[src/rtl/atm_dsc_pkg.sv]
package atm_dsc_pkg;
  // Header bits that take part in the drop compare: GFC, PTI, CLP
  localparam logic [31:0] FILT_FIELDS = 32'hF000_000F;

  function automatic logic hdr_hit(input logic [31:0] hdr,
                                   input logic [31:0] match,
                                   input logic [31:0] mask);
    return ((hdr ^ match) & mask & FILT_FIELDS) == 32'h0;
  endfunction
endpackage

[src/rtl/atm_cell_track.sv]
module atm_cell_track #(
  parameter int CELL_LEN = 53,
  localparam int POS_W = $clog2(CELL_LEN)
) (
  input  logic             clk,
  input  logic             rst,
  input  logic             in_valid,
  input  logic             in_soc,
  output logic             take,
  output logic [POS_W-1:0] pos
);
  logic             synced_q;
  logic [POS_W-1:0] pos_q;

  assign pos  = in_soc ? '0 : pos_q;
  assign take = in_valid && (in_soc || synced_q);

  always_ff @(posedge clk) begin
    if (rst) begin
      synced_q <= 1'b0;
      pos_q    <= '0;
    end else if (take) begin
      synced_q <= 1'b1;
      pos_q    <= (pos == POS_W'(CELL_LEN - 1)) ? '0 : pos + POS_W'(1);
    end
  end
endmodule

[src/rtl/atm_x43_descrambler.sv]
module atm_x43_descrambler #(
  parameter int LAG = 43,
  parameter int W   = 8
) (
  input  logic           clk,
  input  logic           rst,
  input  logic           step,
  input  logic           en,
  input  logic [W-1:0]   din,
  output logic [W-1:0]   dout,
  output logic [LAG-1:0] hist
);
  logic [LAG-1:0] hist_q;
  logic [LAG-1:0] hist_n;

  // MSB first; hist[0] is the newest bit, hist[LAG-1] the one LAG bits back
  always_comb begin
    hist_n = hist_q;
    dout   = '0;
    for (int i = W - 1; i >= 0; i--) begin
      dout[i] = en ? (din[i] ^ hist_n[LAG-1]) : din[i];
      hist_n  = {hist_n[LAG-2:0], din[i]};
    end
  end

  always_ff @(posedge clk) begin
    if (rst)       hist_q <= '0;
    else if (step) hist_q <= hist_n;
  end

  assign hist = hist_q;
endmodule

[src/rtl/atm_hdr_filter.sv]
module atm_hdr_filter #(
  parameter int HDR_W = 32,
  parameter int POS_W = 6,
  localparam int NB = HDR_W / 8
) (
  input  logic             clk,
  input  logic             rst,
  input  logic             cap,
  input  logic [POS_W-1:0] idx,
  input  logic [7:0]       din,
  input  logic             en,
  input  logic [HDR_W-1:0] match,
  input  logic [HDR_W-1:0] mask,
  output logic             drop
);
  import atm_dsc_pkg::*;
  logic [HDR_W-1:0] hdr_q;

  always_ff @(posedge clk) begin
    if (rst) hdr_q <= '0;
    else if (cap) begin
      for (int k = 0; k < NB; k++)
        if (idx == POS_W'(k)) hdr_q[HDR_W-1-8*k -: 8] <= din;
    end
  end

  assign drop = en && hdr_hit(hdr_q, match, mask);
endmodule

[src/rtl/atm_cell_buffer.sv]
module atm_cell_buffer #(
  parameter int CELL_LEN = 53,
  parameter int W        = 8,
  localparam int POS_W   = $clog2(CELL_LEN),
  localparam int DEPTH   = 2 * CELL_LEN,
  localparam int AW      = $clog2(DEPTH)
) (
  input  logic             clk,
  input  logic             rst,
  input  logic             wr_en,
  input  logic [POS_W-1:0] wr_pos,
  input  logic [W-1:0]     wr_data,
  input  logic             commit,
  output logic             rd_valid,
  output logic             rd_first,
  output logic             rd_last,
  output logic [W-1:0]     rd_data,
  output logic [1:0]       bank_full,
  output logic             wr_bank
);
  localparam logic [POS_W-1:0] LAST = POS_W'(CELL_LEN - 1);

  logic [W-1:0]     mem [DEPTH];
  logic [1:0]       full_q, full_n;
  logic             wbank_q, rd_act_q, rbank_q;
  logic [POS_W-1:0] rpos_q;
  logic [AW-1:0]    wr_addr, rd_addr;
  logic             rd_end;

  assign wr_addr = AW'(wr_pos) + (wbank_q ? AW'(CELL_LEN) : AW'(0));
  assign rd_addr = AW'(rpos_q) + (rbank_q ? AW'(CELL_LEN) : AW'(0));
  assign rd_end  = rd_act_q && (rpos_q == LAST);

  // Plain storage, no reset, registered read: maps onto block RAM
  always_ff @(posedge clk) begin
    if (wr_en)    mem[wr_addr] <= wr_data;
    if (rd_act_q) rd_data      <= mem[rd_addr];
  end

  always_comb begin
    full_n = full_q;
    if (rd_end) full_n[rbank_q] = 1'b0;
    if (commit) full_n[wbank_q] = 1'b1;
  end

  always_ff @(posedge clk) begin
    if (rst) begin
      full_q   <= '0;
      wbank_q  <= 1'b0;
      rd_act_q <= 1'b0;
      rbank_q  <= 1'b0;
      rpos_q   <= '0;
      rd_valid <= 1'b0;
      rd_first <= 1'b0;
      rd_last  <= 1'b0;
    end else begin
      full_q   <= full_n;
      rd_valid <= rd_act_q;
      rd_first <= rd_act_q && (rpos_q == '0);
      rd_last  <= rd_end;
      if (commit) wbank_q <= ~wbank_q;
      if (rd_act_q) begin
        if (rd_end) begin
          rpos_q <= '0;
          if (full_q[~rbank_q]) rbank_q <= ~rbank_q;
          else                  rd_act_q <= 1'b0;
        end else begin
          rpos_q <= rpos_q + POS_W'(1);
        end
      end else if (|full_q) begin
        rd_act_q <= 1'b1;
        rbank_q  <= ~full_q[0];
        rpos_q   <= '0;
      end
    end
  end

  assign bank_full = full_q;
  assign wr_bank   = wbank_q;
endmodule

[src/rtl/atm_payload_filter.sv]
module atm_payload_filter #(
  parameter int CELL_LEN = 53,
  parameter int HDR_LEN  = 5,
  parameter int SCR_LAG  = 43,
  parameter int HDR_W    = 32,
  parameter int CNT_W    = 32
) (
  input  logic             clk,
  input  logic             rst,
  input  logic             in_valid,
  input  logic             in_soc,
  input  logic [7:0]       in_data,
  input  logic             dscr_en,
  input  logic             filt_en,
  input  logic [HDR_W-1:0] filt_match,
  input  logic [HDR_W-1:0] filt_mask,
  output logic             out_valid,
  output logic             out_soc,
  output logic [7:0]       out_data,
  output logic [CNT_W-1:0] cell_count
);
  localparam int POS_W = $clog2(CELL_LEN);
  localparam int CAP_N = HDR_W / 8;

  logic             take;
  logic [POS_W-1:0] pos;
  logic             is_pay, is_last, hdr_cap, pay_step, drop, commit;
  logic [7:0]       dsc_byte, store_byte;
  logic [SCR_LAG-1:0] dscr_hist;
  logic             rd_valid, rd_first, rd_last;
  logic [7:0]       rd_data;
  logic [1:0]       buf_full;
  logic             buf_wbank;

  atm_cell_track #(.CELL_LEN(CELL_LEN)) u_track (
    .clk(clk), .rst(rst), .in_valid(in_valid), .in_soc(in_soc),
    .take(take), .pos(pos)
  );

  assign is_pay   = pos >= POS_W'(HDR_LEN);
  assign is_last  = pos == POS_W'(CELL_LEN - 1);
  assign hdr_cap  = take && (pos < POS_W'(CAP_N));
  assign pay_step = take && is_pay;

  atm_x43_descrambler #(.LAG(SCR_LAG), .W(8)) u_dscr (
    .clk(clk), .rst(rst), .step(pay_step), .en(dscr_en),
    .din(in_data), .dout(dsc_byte), .hist(dscr_hist)
  );

  atm_hdr_filter #(.HDR_W(HDR_W), .POS_W(POS_W)) u_filt (
    .clk(clk), .rst(rst), .cap(hdr_cap), .idx(pos), .din(in_data),
    .en(filt_en), .match(filt_match), .mask(filt_mask), .drop(drop)
  );

  assign store_byte = is_pay ? dsc_byte : in_data;
  assign commit     = take && is_last && !drop;

  atm_cell_buffer #(.CELL_LEN(CELL_LEN), .W(8)) u_buf (
    .clk(clk), .rst(rst), .wr_en(take), .wr_pos(pos), .wr_data(store_byte),
    .commit(commit), .rd_valid(rd_valid), .rd_first(rd_first),
    .rd_last(rd_last), .rd_data(rd_data), .bank_full(buf_full),
    .wr_bank(buf_wbank)
  );

  always_ff @(posedge clk) begin
    if (rst) begin
      out_valid  <= 1'b0;
      out_soc    <= 1'b0;
      out_data   <= '0;
      cell_count <= '0;
    end else begin
      out_valid <= rd_valid;
      out_soc   <= rd_first;
      out_data  <= rd_valid ? rd_data : '0;
      if (rd_valid && rd_last) cell_count <= cell_count + CNT_W'(1);
    end
  end
endmodule

[config.mk]
export PLATFORM = sky130hd
export DESIGN_NAME = atm_payload_filter
export DESIGN_NICKNAME = d
export VERILOG_FILES = /design/src/rtl/atm_dsc_pkg.sv /design/src/rtl/atm_cell_track.sv /design/src/rtl/atm_x43_descrambler.sv /design/src/rtl/atm_hdr_filter.sv /design/src/rtl/atm_cell_buffer.sv /design/src/rtl/atm_payload_filter.sv
export SDC_FILE = /design/constraint.sdc
export NUM_CORES = 1
export LEC_CHECK = 0
export BUFFER_PORTS_ARGS = -buffer_cell sky130_fd_sc_hd__buf_2
export CAP_MARGIN = 20
export CORE_MARGIN = 1
export CORE_UTILIZATION = 35
export CTS_CLUSTER_DIAMETER = 150
export CTS_CLUSTER_SIZE = 25
export DETAILED_ROUTE_END_ITERATION = 8
export MAX_ROUTING_LAYER = met4
export PLACE_DENSITY_LB_ADDON = 0.15
export SYNTH_ARGS = -nofsm -noshare
export SYNTH_HDL_FRONTEND = slang
export SYNTH_SLANG_ARGS = --single-unit
[constraint.sdc]
create_clock -name clk -period 5.6 [get_ports clk]
set_input_delay 0.56 -clock clk [delete_from_list [all_inputs] [get_ports clk]]
set_output_delay 0.56 -clock clk [all_outputs]
set_load 0.02 [all_outputs]
# Word level (Yosys, flattened, before mapping)
# Memories as Yosys holds them, arrays and structs flattened. A register that Yosys moved wholly into a read port is not among the register bits.
# Cells that the tools add are included.
[totals] mem_count=1 latch_bits=0 wordCells=114 mem_bits_ro=0 ram_bits=848 output_inout_bits=42 reg_bits=138
[mem_list] name="u_buf.mem" depth=106 word_bits=8 rd=1 rd_ports_with_merged_regs=1 write_ports=1 line="atm_cell_buffer.sv:23" text="logic [W-1:0] mem [DEPTH];"
[op_classes] addsub=5 eq_ne=7 reduce_logical=24 mux=34 div_mod_pow=0 magnitude_cmp=7 bitwise_logic=17 mul=0 shift=0
[op_table] cell="6-bit two-way mux" n=7
[op_table] cell="32-bit by 1-bit adder with 32-bit output (second input constant)" n=1
[op_table] cell="32-bit bitwise AND" n=1
[op_table] cell="32-bit logical NOT" n=1
[op_table] cell="32-bit XOR" n=1
[op_table] cell="1-bit two-way mux" n=22
[op_table] cell="6-bit by 7-bit adder with 7-bit output" n=2
[op_table] cell="6-bit by 1-bit adder with 6-bit output (second input constant)" n=2
[op_table] cell="6-bit by 2-bit equality test with 1-bit output (second input constant)" n=2
[op_table] cell="6-bit equality test (second input constant)" n=2
[op_table] cell="6-bit logical NOT" n=2
[op_table] cell="1-bit logical AND" n=11
[op_table] cell="8-bit two-way mux" n=1
[op_table] cell="2-bit AND reduction" n=4
[op_table] cell="1-bit XOR" n=8
[op_table] cell="6-bit by 1-bit equality test with 1-bit output (second input constant)" n=1
[op_table] cell="6-bit by 3-bit greater-or-equal comparator with 1-bit output (second input constant)" n=1
[op_table] cell="1-bit by 2-bit less-than comparator with 1-bit output (second input constant)" n=3
[op_table] cell="6-bit by 3-bit less-than comparator with 1-bit output (second input constant)" n=1
[op_table] cell="2-bit two-way mux" n=2
[op_table] cell="2-bit != test (second input constant)" n=2
[op_table] cell="1-bit NOT" n=4
[op_table] cell="2-bit OR reduction" n=2
[op_table] cell="3-bit AND reduction" n=1
[op_table] cell="8 further kinds" n=10

# Longest topological paths before layout
[logic_depth] word_depth=9 ltp_mapped=13

# By module
# From an unflattened synthesis, not the netlist that was laid out.
[hier_totals] cells_unflattened=2216 hier_area_um2=38867.3
[by_module_without_submodules] mod="atm_cell_buffer" cells_per_inst=1773 instances=1 area_each_um2=34540.6
[by_module_without_submodules] mod="atm_payload_filter" cells_per_inst=194 instances=1 area_each_um2=1811.7
[by_module_without_submodules] mod="atm_x43_descrambler" cells_per_inst=156 instances=1 area_each_um2=1672.9
[by_module_without_submodules] mod="atm_hdr_filter" cells_per_inst=43 instances=1 area_each_um2=421.7
[by_module_without_submodules] mod="atm_cell_track" cells_per_inst=50 instances=1 area_each_um2=420.4

# Least setup slack after synthesis
# Ideal clock, no wire load.
[synth_timing] path_kind="input-to-reg" from="input in_soc" to="memory u_buf.mem[0][0], data pin" cell_stages=12 setup_slack_ns=-0.467 t_arrival_ns=5.260 path_cell_list="clkbuf_1 -> buf_1 -> nor2b_1 -> inv_1 -> ha_1 -> inv_1 -> o21ai_0 -> a21oi_1 -> and2_1 -> clkbuf_1 -> nand2_1 -> xnor2_1"
[synth_via] elab_chain_len=3
[synth_rtl] element="start, declared" line="atm_payload_filter.sv:11" text="input logic in_soc,"
[synth_rtl] element="6-bit two-way mux" line="atm_cell_track.sv:15" text="assign pos = in_soc ? '0 : pos_q;"
[synth_rtl] element="6-bit by 3-bit greater-or-equal comparator with 1-bit output" line="atm_payload_filter.sv:40" text="assign is_pay = pos >= POS_W'(HDR_LEN);"
[synth_rtl] element="8-bit two-way mux" line="atm_payload_filter.sv:55" text="assign store_byte = is_pay ? dsc_byte : in_data;"
[synth_rtl] element="via store_byte[0]" line="atm_payload_filter.sv:28" text="logic [7:0] dsc_byte, store_byte;"
[synth_rtl] element="end, declared" line="atm_cell_buffer.sv:23"
# The timed path passes the listed nets, and every way through them passes these cells.

# Final worst setup path
[layout_timing] from="register u_buf.rbank_q" to="register u_buf.rd_data[0] (read register of u_buf.mem), data pin"
[layout_via] elab_chain_len=2
[layout_rtl] element="start, declared" line="atm_cell_buffer.sv:25" text="logic wbank_q, rd_act_q, rbank_q;"
[layout_rtl] element="start signal, assigned" line="atm_cell_buffer.sv:65" text="if (full_q[~rbank_q]) rbank_q <= ~rbank_q;"
[layout_rtl] element="start signal, assigned" line="atm_cell_buffer.sv:72" text="rbank_q <= ~full_q[0];"
[layout_rtl] element="6-bit two-way mux" line="atm_cell_buffer.sv:31" text="assign rd_addr = AW'(rpos_q) + (rbank_q ? AW'(CELL_LEN) : AW'(0));"
[layout_rtl] element="6-bit by 7-bit adder with 7-bit output" line="atm_cell_buffer.sv:31"
[layout_rtl] element="end, declared" line="atm_cell_buffer.sv:17" text="output logic [W-1:0] rd_data,"
# No other way between the ends.
# A chain may end at the register's enable or synchronous reset.

==> metrics.cfg <==
[grt]
grtUsageTotal=0.173
grt_pass1_wl_um=138000
grt_pass1_vias=20500
grt_max_degree=107
grt.overflow.total=0
antenna_found_initial=2

[worst_setup_path]
crit_top_cell=mux2i_1
arrival_ns=4.56
cp_cell_sequence=ha_4 -> buf_4 -> mux4_2 -> mux2i_1 -> mux2i_1 -> a211oi_1 -> o211ai_1 -> a41o_1
crit_type=reg -> reg
critPathLaunchType=flop
cpPeakStageDelay_ns=0.64
path_buf_inv=1
cp_max_fo=33
crit_slowest_cell=ha_4
critical_path.top_delay_family=compound AO/OA/AOI/OAI gates
cp-end-kind=flop
critPathRequiredTime_ns=6.01

[synth]
ys_types=67
synth_edf_count=856
synth_ff_type=edfxtp_1
synthSimpleGateAreaFrac=0.0694
synth_compound_area_frac=0.0367
synthXorXnorAreaFrac=0.0125
syn_area_um2=38500
muxShareOfSynthArea=0.133
synth_cells=2244
syn_area_per_cell_um2=17.2
ys_warn_count=0
synth.net_count=2337
synth_fa_ha_area_frac=0.00487
synthArstFlopShare=0
synth_top_family_by_area=multiplexers
synth_seq_cells=970
ys_seq_area_frac=0.726

[power]
ir_worst_vdd_v=0.000187
p_leak_uw=0.0127
cellPowerDensity_nw_per_um2=279

[sta]
rsz0062_at_grt=false
maxClockFrequency_mhz=241
setup-tns-final_ns=0
fin_crit_sh=0.742
hold_viol=0
tightest_slew_ns=1.15
period_needed_ns=4.16
setup_viol=0
drv_slew=0
finClkSkew_ns=0.0260
slew_headroom=0.231
hold_ws_ns=0.147

[die]
rows=121
core_area_um2=109000
die_y_um=334
die_w_um=334
start_util=0.354
num_io_pins=120
die_area_um2=111000

[clock_network]
hold_buffers=0
post_cts_resized=0
cts_made_buffers=44
cts_sinks=970
insertion_delay_ns=0.64
tritoncts=yes
clockRootBuffer=clkbuf_16
cts_max_level=2
clk_pin_slew_ns=0.10
clk_path_buf_depth=3
post_cts_buffers=0

[flow_run]
cap_violations=0

[drt]
drtIter0Drc=1648
via_count=20000
routed_via_density=5.31
routed_wirelength_um=93200
antenna_left=0
avgRoutedWirePerCell_um=24.8
drc_errors=0
first_pass_iters=5

[layout]
ff_latch_area_um2=28000
multi_input_area_um2=10100
fillers=10100
final_nets=2407
final_layout_size_suffix_gt1_frac=0.175
areaGrowthSynthToFinish_pct=9.38
final_core_util=0.387
final_cells=3754

[placed_design]
gp_congestion=0.775
io_buffers=71
post-dp-hpwl_um=57400
dpl.cell_count=3681

[min_path]
hold_class=in -> reg

[outcome]
outcome=finished clean

cells in the final DEF, fill, tap and decap left out, types with 16 or more instances in the layout:
cell type  Yosys  layout
edfxtp_1     856     856
nand2_1      238     238
mux4_2       202     202
nor2_1       169     169
dfxtp_1      114     114
buf_2         32      70
a21oi_1       69      69
buf_4         12      60
mux2i_1       59      59
nand3_1       51      51
clkbuf_16      0      45
nand4_1       37      37
o21ai_0       28      28
xor2_1        25      25
clkbuf_1      53      25
nor3_1        23      23
and2_1        18      18
a32oi_1       16      16
cells in the mapped netlist, types with 5 or more instances:
master | count | area share
edfxtp_1 | 856 | 0.67
nand2_1 | 238 | 0.023
mux4_2 | 202 | 0.12
nor2_1 | 169 | 0.016
dfxtp_1 | 114 | 0.059
a21oi_1 | 69 | 0.0090
mux2i_1 | 59 | 0.015
clkbuf_1 | 53 | 0.0052
nand3_1 | 51 | 0.0066
nand4_1 | 37 | 0.0060
buf_2 | 32 | 0.0042
o21ai_0 | 28 | 0.0036
xnor2_1 | 25 | 0.0057
xor2_1 | 25 | 0.0057
nor3_1 | 23 | 0.0030
and2_1 | 18 | 0.0029
a32oi_1 | 16 | 0.0036
a211oi_1 | 15 | 0.0029
a31oi_1 | 15 | 0.0024
ha_1 | 15 | 0.0049
nand2b_1 | 15 | 0.0024
o211ai_1 | 15 | 0.0029
nor2b_1 | 14 | 0.0023
and3_1 | 13 | 0.0021
buf_4 | 12 | 0.0023
buf_6 | 11 | 0.0032
inv_1 | 11 | 0.0011
o22ai_1 | 10 | 0.0016
or3_1 | 8 | 0.0013
a41o_1 | 7 | 0.0018
buf_1 | 7 | 0.00068
o21ai_1 | 6 | 0.00078
and4_1 | 5 | 0.0011
o21a_1 | 5 | 0.00097
area by class of cell:
cell class,count,area share
Clock buffer,70,0.0289
Multi-Input combinational cell,1145,0.240
Antenna cell,1,0.0000594
Timing Repair Buffer,141,0.0242
Tap cell,1414,0.0420
Inverter,12,0.00107
Sequential cell,970,0.664
Clock inverter,1,0.000178
where the power goes:
| group | internal (µW) | total (µW) | switching (µW) | leakage [µW] |
|---|---|---|---|---|
| Combinational | 47.9 | 224 | 176 | 0.00346 |
| Sequential | 7850 | 7860 | 3.04 | 0.00861 |
| Clock | 1510 | 3700 | 2180 | 0.000584 |
stage by stage:
step	power [µW]	worst slack (ns)	instance area, µm²
CTS	11900	1.34	42100
finish	11800	1.44	42200
detailed placement	8260	1.20	40900
global route	12100	1.29	42200
floorplan	8130	1.07	38600
global placement	8250	1.32	40900
per-layer routing:
| metal | share of wire | track usage | up-vias |
|---|---|---|---|
| met5 | 0 | - | - |
| met3 | 0.045 | 0.0204 | 89 |
| met2 | 0.48 | 0.275 | 442 |
| met1 | 0.46 | 0.239 | 10500 |
| li1 | - | - | 8923 |
| met4 | 0.019 | 0.0357 | 0 |
worst paths after layout:
| check | startpoint | endpoint | slack [ns] | cells past startpoint |
|---|---|---|---|---|
| worst max-delay path | u_buf.rbank_q | u_buf.rd_data[0] | 1.44 | 8 |
| worst min-delay path | rst | cell_count[2] | 0.15 | 2 |
| worst max register to register | u_buf.rbank_q | u_buf.rd_data[0] | 1.44 | 8 |
| worst min register to register | u_dscr.hist[23] | u_dscr.hist[31] | 0.45 | 2 |
flip-flops by register name, summed over array words and instances, names as in the netlist, 2 cells and up:
name and flops:
u_filt.hdr_q 8, u_buf.bank_full 2, u_dscr.hist 43, u_track.pos_q 6
u_buf.mem 848, u_buf.rpos_q 6, u_buf.rd_data 8, out_data 8
cell_count 32
cells by family after synthesis:
family                   count (synthesis)
multiplexers                           261
buffers and inverters                  129
XOR/XNOR                                52
adder cells (fa/ha/maj)                 15
flip-flops                             970
AO/OA/AOI/OAI                          216
AND/OR/NAND/NOR                        601
(Power assumes the default switching activity.)
